## config.mk

```make
export PLATFORM = sky130hd
export DESIGN_NAME = pospop_engine
export DESIGN_NICKNAME = d
export VERILOG_FILES = /design/src/rtl/pospop_pkg.sv /design/src/rtl/pospop_grid_load.sv /design/src/rtl/pospop_transpose.sv /design/src/rtl/pospop_lane_popcnt.sv /design/src/rtl/pospop_engine.sv
export SDC_FILE = /design/constraint.sdc
export NUM_CORES = 1
export LEC_CHECK = 0
export BUFFER_PORTS_ARGS = -buffer_cell sky130_fd_sc_hd__buf_2
export CAP_MARGIN = 20
export CORE_MARGIN = 2
export CORE_UTILIZATION = 62
export CTS_CLUSTER_DIAMETER = 80
export DETAILED_ROUTE_END_ITERATION = 10
export GPL_ROUTABILITY_DRIVEN = 0
export PLACE_DENSITY = 0.78
export SYNTH_ARGS = -nofsm -noshare
export SYNTH_HDL_FRONTEND = slang
export SYNTH_SLANG_ARGS = --single-unit
```

## constraint.sdc

```tcl
create_clock -name clk -period 2.95 [get_ports clk]
set_input_delay 0.4425 -clock clk [delete_from_list [all_inputs] [get_ports clk]]
set_output_delay 0.4425 -clock clk [all_outputs]
set_load 0.01 [all_outputs]
```

## src/rtl/pospop_pkg.sv

```systemverilog
`timescale 1ns/1ps
package pospop_pkg;
    // Clip a lane count to the number of lanes in a block.
    function automatic int unsigned clip_lanes(input int unsigned cnt, input int unsigned lanes);
        return (cnt > lanes) ? lanes : cnt;
    endfunction
endpackage

```

## src/rtl/pospop_grid_load.sv

```systemverilog
`timescale 1ns/1ps
module pospop_grid_load #(
    parameter int LANES  = 8,
    parameter int BYTE_W = 8,
    localparam int CNT_W = $clog2(LANES + 1)
) (
    input  logic [LANES*BYTE_W-1:0] data_i,
    input  logic [CNT_W-1:0]        cnt_i,
    output logic [LANES*BYTE_W-1:0] grid_o
);
    import pospop_pkg::*;

    int unsigned used;

    always_comb begin
        used = clip_lanes(int'(cnt_i), LANES);
    end

    // Start from a zeroed grid; copy only the lanes the count covers.
    for (genvar k = 0; k < LANES; k++) begin : g_lane
        always_comb begin
            if (k < used) grid_o[k*BYTE_W +: BYTE_W] = data_i[k*BYTE_W +: BYTE_W];
            else          grid_o[k*BYTE_W +: BYTE_W] = '0;
        end
    end

    // masking only ever drops ones, never adds them
    always_comb begin
        a_r3_mask_only_drops: assert ($countones(grid_o) <= $countones(data_i))
            else $error("grid holds more ones than the input");
    end
endmodule

```

## src/rtl/pospop_transpose.sv

```systemverilog
`timescale 1ns/1ps
module pospop_transpose #(
    parameter int LANES  = 8,
    parameter int BYTE_W = 8
) (
    input  logic [LANES*BYTE_W-1:0] grid_i,
    output logic [BYTE_W*LANES-1:0] rows_o
);
    // Row j gathers bit j of every lane.
    for (genvar j = 0; j < BYTE_W; j++) begin : g_row
        for (genvar k = 0; k < LANES; k++) begin : g_col
            assign rows_o[j*LANES + k] = grid_i[k*BYTE_W + j];
        end
    end

    // a transpose neither creates nor loses set bits
    always_comb begin
        a_r2_transpose_keeps_ones: assert ($countones(rows_o) == $countones(grid_i))
            else $error("transpose changed the number of set bits");
    end
endmodule

```

## src/rtl/pospop_lane_popcnt.sv

```systemverilog
`timescale 1ns/1ps
module pospop_lane_popcnt #(
    parameter int LANES = 8,
    localparam int POP_W = $clog2(LANES + 1)
) (
    input  logic [LANES-1:0] row_i,
    output logic [POP_W-1:0] pop_o
);
    always_comb begin
        pop_o = '0;
        for (int i = 0; i < LANES; i++) begin
            pop_o = pop_o + POP_W'(row_i[i]);
        end
    end

    // one row can never count more than one bit per lane
    always_comb begin
        a_r4_pop_bounded: assert (int'(pop_o) <= LANES)
            else $error("row popcount exceeds lane count");
    end
endmodule

```

## src/rtl/pospop_engine.sv

```systemverilog
`timescale 1ns/1ps
module pospop_engine #(
    parameter int LANES  = 8,
    parameter int BYTE_W = 8,
    parameter int ACC_W  = 32,
    localparam int CNT_W = $clog2(LANES + 1),
    localparam int SEL_W = (BYTE_W > 1) ? $clog2(BYTE_W) : 1
) (
    input  logic                    clk,
    input  logic                    rst_n,
    input  logic                    clr_i,
    input  logic                    blk_valid_i,
    output logic                    blk_ready_o,
    input  logic [LANES*BYTE_W-1:0] blk_data_i,
    input  logic [CNT_W-1:0]        blk_cnt_i,
    input  logic                    blk_last_i,
    input  logic [SEL_W-1:0]        rd_sel_i,
    output logic [ACC_W-1:0]        rd_cnt_o,
    output logic                    done_o
);
    localparam int POP_W = $clog2(LANES + 1);

    typedef struct packed {
        logic [BYTE_W*ACC_W-1:0] acc;
        logic                    done;
    } eng_st_t;

    eng_st_t st_d, st_q;

    logic [LANES*BYTE_W-1:0] grid;
    logic [BYTE_W*LANES-1:0] rows;
    logic [POP_W-1:0]        pop [BYTE_W];
    logic                    fire;

    pospop_grid_load #(.LANES(LANES), .BYTE_W(BYTE_W)) u_load (
        .data_i (blk_data_i),
        .cnt_i  (blk_cnt_i),
        .grid_o (grid)
    );

    pospop_transpose #(.LANES(LANES), .BYTE_W(BYTE_W)) u_xpose (
        .grid_i (grid),
        .rows_o (rows)
    );

    for (genvar j = 0; j < BYTE_W; j++) begin : g_pop
        pospop_lane_popcnt #(.LANES(LANES)) u_pop (
            .row_i (rows[j*LANES +: LANES]),
            .pop_o (pop[j])
        );
    end

    assign blk_ready_o = !st_q.done && !clr_i;
    assign fire        = blk_valid_i && blk_ready_o;

    always_comb begin
        st_d = st_q;
        if (clr_i) begin
            st_d.acc  = '0;
            st_d.done = 1'b0;
        end else if (fire) begin
            for (int j = 0; j < BYTE_W; j++) begin
                st_d.acc[j*ACC_W +: ACC_W] = st_q.acc[j*ACC_W +: ACC_W] + ACC_W'(pop[j]);
            end
            if (blk_last_i) st_d.done = 1'b1;
        end
    end

    always_ff @(posedge clk or negedge rst_n) begin
        if (!rst_n) st_q <= '0;
        else        st_q <= st_d;
    end

    assign rd_cnt_o = st_q.acc[rd_sel_i*ACC_W +: ACC_W];
    assign done_o   = st_q.done;

    // a clear leaves every counter at zero
    a_r7_clear_zeroes: assert property (@(posedge clk) disable iff (!rst_n)
        clr_i |=> (st_q.acc == '0 && !st_q.done));

    // done holds until a clear
    a_r8_done_sticky: assert property (@(posedge clk) disable iff (!rst_n)
        (st_q.done && !clr_i) |=> st_q.done);

    // no block is taken while done is high
    a_r8_no_take_when_done: assert property (@(posedge clk) disable iff (!rst_n)
        done_o |-> !blk_ready_o);

    // accepting the last block raises done
    a_r8_last_raises_done: assert property (@(posedge clk) disable iff (!rst_n)
        (blk_valid_i && blk_ready_o && blk_last_i) |=> done_o);

    // counters move only on acceptance or clear
    a_r5_hold_when_idle: assert property (@(posedge clk) disable iff (!rst_n)
        (!(blk_valid_i && blk_ready_o) && !clr_i) |=> $stable(st_q.acc));
endmodule

```

==> flow_summary.yaml <==
outcome:
  status: "complete, but fails checks"
  violations: "negative setup slack"
cells_and_area:
  fin_util_pct: 85.23
  finalNetCount: 2277
  layout_commonest_cell: "dfrtp_1"
  areaGrowthSynthToFinish_pct: 35.07
  final_cell_mix: "dfrtp_1 (257), nand2_1 (176), nor2_1 (145)"
  fillers: 1313
  drive_above_1_share_pct: 40.07
clock_network:
  h-tree-depth: 1
  cts_tree: "built"
  numCtsBuffers: 29
  cts_num_sinks: 257
  root_buffer: "clkbuf_16"
  cts.path.max_buffers: 3
  clkLatencyLatePin_ps: 560
  cts.clk_slew.worst_paths_ps: 60
route:
  post-route-drc-count: 0
  wirelength_mm: 62.18
  drtIter0Drc: 1920
  ant_nets: 0
  via_per_inst: 6.819
  drtPass1Iterations: 7
  wl_per_cell_um: 24.89
  via_count: 17034
sta:
  slew_viol_final: 0
  fin_ws_ps: -1694
  fin_hold_ws_ps: 211.7
  finalSetupViolations: 255
  finalCritPeriodShare_pct: 157.4
  max_freq_mhz: 215.3
  tightestPinTransition_ps: 1001
  relSlewSlack_pct: 32.73
  finalHoldViolCount: 0
  skew_ps: 11.00
  post-route-min-period_ps: 4644
  rsz0062_at_grt: "yes"
die:
  die_w_um: 172.4
  io_pins: 110
  core_area_sq_mm: 0.02786
  initial_core_util_pct: 63.10
  rows: 61
  die_h_um: 172.4
  die_area_sq_mm: 0.02971
synthesis:
  yosysSeqAreaShare_pct: 36.59
  async_flop_share_pct: 100.0
  ys_warn_count: 0
  yosysUniqueCellTypes: 75
  synth_area_per_cell_sq_um: 9.722
  synth_seq_cells: 257
  synth_flop_cell: "dfrtp_1"
  synth_cells: 1808
  synth_area_sq_mm: 0.01758
  synthesis.nets: 1987
  synth_edf_count: 0
grt:
  grt_pass1_wl_mm: 86.04
  grt_pass1_vias: 16058
  antenna_found_initial: 2
  gr-total-overflow: 0
  grt_max_degree: 96
  grt_usage_pct: 37.48
critical_path:
  crit_arrival_ps: 5090
  startpoint_type: "input pin"
  worst_setup_path_end_kind: "flip-flop"
  crit_type: "input pin to flip-flop"
  critical_path.max_fanout: 4
  required_ps: 3390
pwr:
  power_mw: 11.24
  ir_worst_vdd_mv: 0.4323
  p_leak_nw: 10.31
  powerDensity_mw_per_mm2: 473.5
hold_path:
  hp-class: "input pin to flip-flop"
placed_design:
  port_buffers: 109
  dp_slack_ps: -2153
  dp_hpwl_mm: 36.90
flow_run:
  cap_violations: 0
-- what timing repair did --
action                     CTS  global route
gates resized for setup    183           205
setup endpoints to repair  253           256
pin swaps                   94           127
setup buffers               40            46
hold buffers                 1             0
hold endpoints to repair    89             0
gates cloned                 0             0
-- logic make-up after synthesis --
group / synth area share [%]
buffers and inverters: 4.007
xor gates and xnor gates: 5.929
AOI/OAI and AO/OA: 7.325
DFF: 36.59
and+or+nand+nor: 22.56
muxes: 14.56
adders and majority gates: 9.040
-- sequential cells by signal (all words and copies together) (netlist names) --
signal and cells:
st_q 256, done_o 1
-- cells in the mapped netlist (16+ instances only) --
cell type,instances,area (sq um)
nor3_1,28,140.1
nand2_1,203,762.0
mux4_2,63,1419
nand3_1,89,445.4
inv_1,102,382.9
and2_1,16,100.1
a21oi_1,74,370.4
xnor2_1,61,534.3
mux2_2,34,382.9
and4_1,21,183.9
nand4_1,89,556.8
fa_1,40,800.8
a211oi_1,19,142.6
or3_1,18,112.6
o21ai_0,43,215.2
clkbuf_1,57,214.0
xor2_1,58,508.0
nor4_1,26,162.7
nor2_1,160,600.6
and3_1,29,181.4
mux2i_1,73,730.7
dfrtp_1,257,6431
ha_1,63,788.3
nor2b_1,54,337.8
-- cell type report --
type	count	area, sq um	area share, %
multi-input combinational	1374	12770	53.79
sequential	257	6431	27.09
timing repair buffer	334	2725	11.48
clock buffer	41	820.8	3.457
tap	378	473.0	1.992
inverter	102	385.4	1.623
clock inverter	11	132.6	0.5586
antenna	1	2.502	0.01054
-- worst paths after layout --
kind                                  startpoint  cells after the start  slack [ps]                    end
max                                 blk_cnt_i[2]                     24       -1690  st_q[174]$_DFFE_PN0P_
min                                   blk_last_i                      3         210     done_o$_DFFE_PN0P_
max reg2reg                  st_q[1]$_DFFE_PN0P_                      9         450   st_q[27]$_DFFE_PN0P_
min reg2reg                st_q[160]$_DFFE_PN0P_                      1         470  st_q[160]$_DFFE_PN0P_
max in group asynchronous                  rst_n                      3        1470   st_q[12]$_DFFE_PN0P_
min in group asynchronous                  rst_n                      2         490  st_q[191]$_DFFE_PN0P_
-- report_power, final --
part | total [mW] | internal (mW) | switching [mW]
clock network | 3.73 | 2.18 | 1.54
logic | 3.74 | 1.82 | 1.93
registers | 3.77 | 3.62 | 0.160
total | 11.2 | 7.62 | 3.63
-- critical path: stages --
cell      delay (ps)
buf_8            100
buf_6            100
nor3_2           180
buf_4            180
buf_12           110
buf_6            100
nor2b_4           40
ha_4             260
inv_2             30
fa_1             490
inv_2             40
fa_1             560
fa_2             220
inv_2             40
fa_2             340
xnor2_2          270
ha_2             350
a211o_4          340
o211ai_1         230
buf_4            210
buf_6            130
nor3_4            40
xnor2_1          200
nor2_1            70
-- metrics by stage --
step | instance area, sq um | TNS [ps] | instances
3_5_place_dp | 20270 | -453860 | 2376
6_report | 23740 | -344590 | 2498
4_1_cts | 22430 | -298870 | 2466
2_1_floorplan | 18330 | -325150 | 1808
3_3_place_gp | 20270 | -425940 | 2376
5_1_grt | 23740 | -378140 | 2497
-- layer usage --
metal	wire [um]	GRT usage, %	part of all wire [%]
met4	4152	15.71	6.7
met2	29690	63.25	48
met1	22270	48.61	36
met5	0	0	0
met3	6067	5.585	9.8
No activity file was read; power rests on OpenSTA's default activity.
